## src/rtl/cf_fifo2_pkg.sv

```systemverilog
package cf_fifo2_pkg;
  typedef enum logic [1:0] {
    OP_IDLE = 2'b00,
    OP_DEQ  = 2'b01,
    OP_ENQ  = 2'b10,
    OP_BOTH = 2'b11
  } fifo_op_e;
endpackage

```

## src/rtl/cf_fifo2_slot.sv

```systemverilog
module cf_fifo2_slot #(
  parameter int DATA_W = 8
) (
  input  logic              clk_i,
  input  logic              rst_ni,
  input  logic              vld_d_i,
  input  logic              load_i,
  input  logic [DATA_W-1:0] data_i,
  output logic              vld_o,
  output logic [DATA_W-1:0] data_o
);
  always_ff @(posedge clk_i or negedge rst_ni) begin
    if (!rst_ni) begin
      vld_o  <= 1'b0;
      data_o <= '0;
    end else begin
      vld_o <= vld_d_i;
      if (load_i) data_o <= data_i;
    end
  end
endmodule

```

## src/rtl/cf_fifo2_next.sv

```systemverilog
module cf_fifo2_next
  import cf_fifo2_pkg::*;
#(
  parameter int DATA_W = 8
) (
  input  logic              enq_i,
  input  logic              deq_i,
  input  logic [DATA_W-1:0] enq_data_i,
  input  logic              head_vld_i,
  input  logic              tail_vld_i,
  input  logic [DATA_W-1:0] tail_data_i,
  output logic              head_vld_d_o,
  output logic              head_load_o,
  output logic [DATA_W-1:0] head_data_d_o,
  output logic              tail_vld_d_o,
  output logic              tail_load_o,
  output logic [DATA_W-1:0] tail_data_d_o,
  output logic              illegal_o
);
  logic     enq_ok, deq_ok;
  fifo_op_e op;
  logic     head_mid, tail_mid, compact;
  logic [DATA_W-1:0] tail_mid_data;

  assign enq_ok = enq_i & ~tail_vld_i;
  assign deq_ok = deq_i & head_vld_i;
  assign op     = fifo_op_e'({enq_ok, deq_ok});
  assign illegal_o = (enq_i & tail_vld_i) | (deq_i & ~head_vld_i);

  // effects of the strobes, each on its own slot
  always_comb begin
    head_mid      = head_vld_i;
    tail_mid      = tail_vld_i;
    tail_mid_data = tail_data_i;
    unique case (op)
      OP_DEQ:  head_mid = 1'b0;
      OP_ENQ:  begin tail_mid = 1'b1; tail_mid_data = enq_data_i; end
      OP_BOTH: begin
        head_mid = 1'b0; tail_mid = 1'b1; tail_mid_data = enq_data_i;
      end
      default: ;
    endcase
  end

  // end-of-cycle compaction into the head slot
  assign compact       = tail_mid & ~head_mid;
  assign head_vld_d_o  = head_mid | compact;
  assign head_load_o   = compact;
  assign head_data_d_o = tail_mid_data;
  assign tail_vld_d_o  = tail_mid & ~compact;
  assign tail_load_o   = enq_ok;
  assign tail_data_d_o = enq_data_i;
endmodule

```

## src/rtl/cf_fifo2.sv

```systemverilog
module cf_fifo2 #(
  parameter int DATA_W = 8
) (
  input  logic              clk_i,
  input  logic              rst_ni,
  input  logic              enq_i,
  input  logic [DATA_W-1:0] enq_data_i,
  input  logic              deq_i,
  output logic              not_full_o,
  output logic              not_empty_o,
  output logic [DATA_W-1:0] first_o,
  output logic              err_o
);
  localparam int NSLOT = 2;

  logic [NSLOT-1:0]             vld_d, load, vld_q;
  logic [NSLOT-1:0][DATA_W-1:0] data_d, data_q;
  logic                         illegal;

  cf_fifo2_next #(.DATA_W(DATA_W)) u_next (
    .enq_i         (enq_i),
    .deq_i         (deq_i),
    .enq_data_i    (enq_data_i),
    .head_vld_i    (vld_q[0]),
    .tail_vld_i    (vld_q[1]),
    .tail_data_i   (data_q[1]),
    .head_vld_d_o  (vld_d[0]),
    .head_load_o   (load[0]),
    .head_data_d_o (data_d[0]),
    .tail_vld_d_o  (vld_d[1]),
    .tail_load_o   (load[1]),
    .tail_data_d_o (data_d[1]),
    .illegal_o     (illegal)
  );

  // slot 0 = head, slot 1 = tail
  for (genvar s = 0; s < NSLOT; s++) begin : g_slot
    cf_fifo2_slot #(.DATA_W(DATA_W)) u_slot (
      .clk_i   (clk_i),
      .rst_ni  (rst_ni),
      .vld_d_i (vld_d[s]),
      .load_i  (load[s]),
      .data_i  (data_d[s]),
      .vld_o   (vld_q[s]),
      .data_o  (data_q[s])
    );
  end

  always_ff @(posedge clk_i or negedge rst_ni) begin
    if (!rst_ni) err_o <= 1'b0;
    else if (illegal) err_o <= 1'b1;
  end

  assign not_full_o  = ~vld_q[1];
  assign not_empty_o = vld_q[0];
  assign first_o     = data_q[0];
endmodule

```

## config.mk

```make
export PLATFORM = sky130hd
export DESIGN_NAME = cf_fifo2
export DESIGN_NICKNAME = d
export VERILOG_FILES = /design/src/rtl/cf_fifo2_pkg.sv /design/src/rtl/cf_fifo2_slot.sv /design/src/rtl/cf_fifo2_next.sv /design/src/rtl/cf_fifo2.sv
export SDC_FILE = /design/constraint.sdc
export NUM_CORES = 1
export LEC_CHECK = 0
export BUFFER_PORTS_ARGS = -buffer_cell sky130_fd_sc_hd__buf_2
export CAP_MARGIN = 20
export CORE_MARGIN = 2
export CORE_UTILIZATION = 45
export CTS_CLUSTER_DIAMETER = 40
export DETAILED_ROUTE_END_ITERATION = 6
export GPL_TIMING_DRIVEN = 0
export HOLD_SLACK_MARGIN = 0.08
export PLACE_DENSITY_LB_ADDON = 0.1
export SETUP_SLACK_MARGIN = 0.15
export SLEW_MARGIN = 20
export SYNTH_ARGS = -nofsm -noshare
export SYNTH_HDL_FRONTEND = slang
export SYNTH_SLANG_ARGS = --single-unit
export TNS_END_PERCENT = 10
```

## constraint.sdc

```tcl
create_clock -name clk_i -period 1.1 [get_ports clk_i]
set_input_delay 0.165 -clock clk_i [delete_from_list [all_inputs] [get_ports clk_i]]
set_output_delay 0.165 -clock clk_i [all_outputs]
set_load 0.05 [all_outputs]
```

==> metrics, run 1 <==
clk_skew 0.0100 ns; Worst EP required 0.94 ns; Primary FF master, synth dfrtp_1; Netlist Area Pre-Place 872 um2; Max VDD drop 932 uV; Routed WL per cell 12.6 um; first-pass GRT wire length 2210 um; number of synthesized flops with an enable pin 0; unrepaired setup endpoints after global routing yes; Top Family by Delay on Critical Path buffers and inverters; Detail Placement HPWL 955 um; fin util 65.0%; crit path DAT 1.11 ns; CP dominant cell by count buf_6; Synth top area share 54.5%; effective utilization at floorplan 48.9%; clock sinks 19; initial antenna violation count 0; area grow syn2layout 32.9%; Hold Fails Final Rpt 0; GPL Wtd Cong 0.758; vias in the first global route 537; yosys warns 0; power density over the cells 1760 mW/mm2; area leader, netlist dfrtp_1; Tot Pwr 2.04 mW; Final WS setup -0.179 ns; nets@finish 105; ant diodes 0; crit end category primary output; register area share after synthesis 54.5%; CP Depth 3; Max clock buf depth 2; vias per inst 4.71; library cells used by synthesis 11; CP max-delay cell dfrtp_1; critical path endpoint not_full_o; total CTS buffers 3; LEAKAGE 0.535 nW; total wire length 1480 um; CP Launch Point g_slot[1].u_slot.vld_o$_DFF_PN0_; die width 48.0 um; cell with the most instances after synthesis mux2_2; Worst-Margin Slew 0.427 ns; crit-path cells buf_6, clkinvlp_4, buf_6; max cap viols 0; Worst Reg-to-Reg Cells 4; drt pass-1 iters 2; Synth top cells by count 24 x mux2_2, 19 x dfrtp_1, 8 x buf_4; largest net degree at the start of global routing 20; worst r2r src g_slot[1].u_slot.vld_o$_DFF_PN0_; total track usage 14.5%; Max Clk Rate 0.782 GHz; CTS root buffer clkbuf_4; Final Max Tran Viols 0; grt total ovfl 0; fin crit period 1.28 ns; Worst Hold Depth 2; Worst Path Buf+Inv 3; Reg2Reg Capture Point g_slot[0].u_slot.data_o[7]$_DFFE_PN0P_; Syn Area/Cell 14.1 um2; Startpoint Class flop; Post-synth ARST share 100%; CTS H-Tree Depth 1; fin crit share 116%; row cnt 15; Setup CP Type reg -> out; status finished with violations; port bufs 22; drt drc 0; Max stage delay on crit path 0.40 ns; clock-pin slew of the registers on the worst-case setup and hold paths 0.11 ns; CP max FO 5; worst hold path class in -> reg; Antenna Nets Post-Route 0; Die Y 48.0 um; #FFs+latches synth 19; core area 0.00178 mm2; Initial DRC Count 2; vias 551; Final Setup Violations 25; ranking of synthesized cells by area dfrtp_1 55%, mux2_2 31%, buf_4 6.9%; DP Worst Slack -0.139 ns; violated checks setup timing; CTS tree built; max_slew headroom 71.6%; die area 0.00231 mm2; worst reg2reg setup slack -0.17 ns; Mapped Cells 62; IO Count 23; Clock Latency Late Sink 0.29 ns; syn nets 74; hold slack 0.110 ns; share of layout cells above drive strength 1 70.7%
state kept, by name, summed over array words and instances, names as in the netlist:
register              cells
g_slot.u_slot.data_o     16
g_slot.u_slot.vld_o       2
err_o                     1
routing by layer:
metal	up-vias	share of wire [%]	global-route usage [%]
met5	-	0	0
met1	270	46	15.3
met2	14	50	26.7
li1	265	-	-
met3	2	3.5	2.64
met4	0	0.81	8.11
power breakdown:
part	leakage (nW)	internal, mW	switching, mW	total, mW
logic	0.301	0.395	0.428	0.823
registers	0.218	0.814	0.0576	0.872
clock network	0.0150	0.141	0.207	0.348
total	0.535	1.35	0.692	2.04
metrics by stage:
step	setup TNS (ns)	cells	instance area, um2
6_report	-2.76	117	1160
5_1_grt	-4.12	117	1160
4_1_cts	-2.93	117	1150
3_5_place_dp	-2.03	109	1020
3_3_place_gp	-1.87	109	1020
2_1_floorplan	-4.47	62	881
repair_timing:
action	in CTS	in global routing
gates resized for setup	23	3
hold endpoints to repair	19	0
buffers inserted	2	0
cloned	1	0
hold buffers	1	0
setup endpoints to repair	27	28
worst min path at each step:
stage / startpoint / slack, ns / to
final: enq_data_i[0] / 0.11 / g_slot[1].u_slot.data_o[0]$_DFFE_PN0P_
after global routing: enq_data_i[0] / 0.1 / g_slot[1].u_slot.data_o[0]$_DFFE_PN0P_
after CTS: enq_data_i[6] / 0.11 / g_slot[1].u_slot.data_o[6]$_DFFE_PN0P_
after detailed placement: rst_ni / 0.13 / g_slot[0].u_slot.data_o[0]$_DFFE_PN0P_
after global placement: rst_ni / 0.13 / g_slot[0].u_slot.data_o[0]$_DFFE_PN0P_
after floorplan: rst_ni / -0.13 / err_o$_DFFE_PN0P_
worst reg2reg max path, stage by stage, from the launching register on:
cell,delay (ns)
dfrtp_1,0.42
nor2_1,0.26
a21oi_4,0.05
buf_4,0.16
mux2_2,0.27
layout by cell type (no fill, tap or decap):
| cell | netlist | final |
|---|---|---|
| dfrtp_1 | 19 | 18 |
| dfrtp_2 | 0 | 1 |
| nor2_1 | 2 | 2 |
| a21oi_1 | 1 | 1 |
| clkbuf_4 | 0 | 3 |
| buf_6 | 1 | 12 |
| a21oi_4 | 1 | 1 |
| inv_1 | 2 | 1 |
| mux2_4 | 0 | 2 |
| buf_2 | 0 | 11 |
| o21ai_0 | 1 | 1 |
| buf_4 | 8 | 11 |
| clkinvlp_4 | 0 | 1 |
| dlygate4sd3_1 | 0 | 1 |
| nand2_4 | 0 | 1 |
| clkbuf_1 | 0 | 1 |
| nand2_1 | 2 | 2 |
| mux2_2 | 24 | 22 |
kinds of logic (layout without fill, tap and decap cells):
| logic type | after synthesis | in the layout | synth area share [%] |
|---|---|---|---|
| AND/OR/NAND/NOR | 5 | 5 | 2.44 |
| flip-flops | 19 | 19 | 54.5 |
| multiplexers | 24 | 24 | 31.0 |
| buffers and inverters | 11 | 41 | 9.04 |
| AO/OA/AOI/OAI | 3 | 3 | 3.01 |
cell type report:
cell class / instances / area (um2)
clock buffer: 4 / 26.3
inverter: 2 / 11.3
tap: 25 / 31.3
timing repair buffer: 26 / 211
sequential: 19 / 477
multi-input combinational: 32 / 330
fill: 142 / 624
buffer: 9 / 71.3
No activity file was read; power rests on OpenSTA's default activity.
==> run 2, diff against run 1 <==
--- a/config.mk
+++ b/config.mk
@@ -14,3 +14,3 @@
 export GPL_TIMING_DRIVEN = 0
-export HOLD_SLACK_MARGIN = 0.08
+export HOLD_SLACK_MARGIN = 0.1
 export PLACE_DENSITY_LB_ADDON = 0.1
==> constraint.sdc (replaced) <==
create_clock -name clk_i -period 1.1 [get_ports clk_i]
set_input_delay 0.055 -clock clk_i [delete_from_list [all_inputs] [get_ports clk_i]]
set_output_delay 0.055 -clock clk_i [all_outputs]
set_load 0.05 [all_outputs]
==> metrics, run 2 (synthesis gave the netlist of run 1 again) <==
core area 0.00178 mm2 (unchanged); hold_buf cts 10 (+9); violated checks setup timing; fillers 132 (-7.0%); Max VDD drop 992 uV (+6.5%); met2 Use GR 28.0% (+1.3 points); Worst Hold Depth 3 (+1); Setup TNS -2.25 ns (+0.514 ns); Hold Fails Final Rpt 0 (unchanged); max cap viols 0 (unchanged); Antenna Nets Post-Route 0 (unchanged); power density over the cells 1700 mW/mm2 (-3.4%); fin crit period 1.25 ns (-0.0292 ns); Top Registers g_slot.u_slot.data_o: 16 flops, g_slot.u_slot.vld_o: 2 flops, err_o: 1 flops; CTS root buffer clkbuf_4; crit path DAT 1.43 ns (+0.32 ns); worst hold start enq_i; gr busiest metal met2; Max Clk Rate 0.800 GHz (+2.3%); crit end category flop; Final Max Tran Viols 0 (unchanged); Worst-Margin Slew 0.424 ns (-0.00263 ns); largest net degree at the start of global routing 20 (unchanged); fin util 71.2% (+6.2 points); worst hold path class in -> reg; nets@finish 111 (+5.7%); Setup CP Type reg -> reg; port bufs 22 (unchanged); IO Count 23 (unchanged); drt pass-1 iters 3 (+1); unrepaired setup endpoints after global routing yes; ant diodes 0 (unchanged); Worst Reg-to-Reg Cells 3 (-1); total track usage 15.5% (+1.0 points); most common cell after layout, fill and taps aside mux2_2; Clock Latency Late Sink 0.28 ns (about the same); effective utilization at floorplan 48.9% (unchanged); Final WS setup -0.149 ns (+0.0292 ns); GPL Wtd Cong 0.758 (unchanged); max reg flops 16 (unchanged); drt drc 0 (unchanged); total wire length 1520 um (+3.0%); initial antenna violation count 0 (unchanged); GRT met1 Usage 16.9% (+1.6 points); row cnt 15 (unchanged); LEAKAGE 0.567 nW (+6.0%); most flop-heavy register g_slot.u_slot.data_o; vias per inst 4.72 (+0.13%); Placed Cells 109 (unchanged); fin crit share 114% (-2.7 points); hold slack 0.0506 ns (-0.0597 ns); Layout Cells excl Fill 123 (+5.1%); Routed WL per cell 12.4 um (-2.0%); die area 0.00231 mm2 (unchanged); grt total ovfl 0 (unchanged); Reg2Reg Capture Point g_slot[0].u_slot.data_o[7]$_DFFE_PN0P_; Min-Delay Endpoint err_o$_DFFE_PN0P_; Worst EP required 1.28 ns (+0.34 ns); met3 Resource Use GR 3.02% (+0.38 points); most frequent cells in the layout 24 x mux2_2, 19 x dfrtp_1, 11 x buf_2; Startpoint Class flop; CP max FO 10 (+5); post-CTS setup buffer count 0 (-2); Detail Placement HPWL 955 um (unchanged); Die Y 48.0 um (unchanged); CTS tree built; vias in the first global route 568 (+5.8%); Max clock buf depth 2 (unchanged); worst r2r src g_slot[1].u_slot.vld_o$_DFF_PN0_; worst reg2reg setup slack -0.15 ns (+0.02 ns); vias 580 (+5.3%); clock-pin slew of the registers on the worst-case setup and hold paths 0.10 ns (about the same); Final Setup Violations 17 (-32%); CTS H-Tree Depth 1 (unchanged); max_slew headroom 71.7% (+0.18 points); total CTS buffers 3 (unchanged); clk_skew 0.00122 ns (-0.00883 ns); Initial DRC Count 5 (+3); first-pass GRT wire length 2380 um (+7.8%); area grow syn2layout 45.6%; status finished with violations; die width 48.0 um (unchanged); clock sinks 19 (unchanged); Tot Pwr 2.16 mW (+5.8%); share of layout cells above drive strength 1 62.2% (-8.4 points)
## run 2: report_power, final
group	internal, mW	switching, mW
logic	0.489	0.443
clock network	0.141	0.203
registers	0.815	0.0717
total	1.44	0.718
## run 2: worst max-delay path by stage
stage | to | depth (start not counted) | start
CTS | g_slot[0].u_slot.data_o[7]$_DFFE_PN0P_ | 3 | g_slot[1].u_slot.vld_o$_DFF_PN0_
finish | g_slot[0].u_slot.data_o[7]$_DFFE_PN0P_ | 3 | g_slot[1].u_slot.vld_o$_DFF_PN0_
global route | g_slot[1].u_slot.data_o[2]$_DFFE_PN0P_ | 4 | g_slot[1].u_slot.vld_o$_DFF_PN0_
floorplan | g_slot[1].u_slot.data_o[0]$_DFFE_PN0P_ | 4 | g_slot[1].u_slot.vld_o$_DFF_PN0_
detailed placement | g_slot[0].u_slot.data_o[7]$_DFFE_PN0P_ | 3 | g_slot[1].u_slot.vld_o$_DFF_PN0_
global placement | g_slot[0].u_slot.data_o[0]$_DFFE_PN0P_ | 3 | g_slot[1].u_slot.vld_o$_DFF_PN0_
## run 2: critical path, stage by stage (launching register included)
cell	delay, ns
dfrtp_1	0.37
buf_6	0.16
mux2_2	0.34
mux2_2	0.27
## run 2: final cells by class
class / instances / area [um2] / area share (%)
well taps: 25 / 31.3 / 2.46
multi-input cells: 32 / 323 / 25.4
repair buffers: 32 / 302 / 23.7
inverters: 2 / 11.3 / 0.887
flip-flops and latches: 19 / 475 / 37.4
plain buffers: 9 / 101 / 7.98
clock buffers: 4 / 26.3 / 2.07
## run 2: routing by layer
metal | vias to the layer above | routed length, um
li1 | 276 | -
met1 | 288 | 670
met2 | 14 | 783
met3 | 2 | 57
met4 | 0 | 12
met5 | - | 0
## run 2: metrics by stage
step | cell area [um2] | worst slack [ns]
floorplan | 881 | -0.297
global placement | 1020 | -0.124
detailed placement | 1020 | -0.139
CTS | 1260 | -0.158
global route | 1270 | -0.210
finish | 1270 | -0.149
## run 2: timing repair
action / CTS / global route
hold endpoints to repair: 30 / 2
gates resized for setup: 34 / 3
endpoints found under the setup margin: 27 / 28
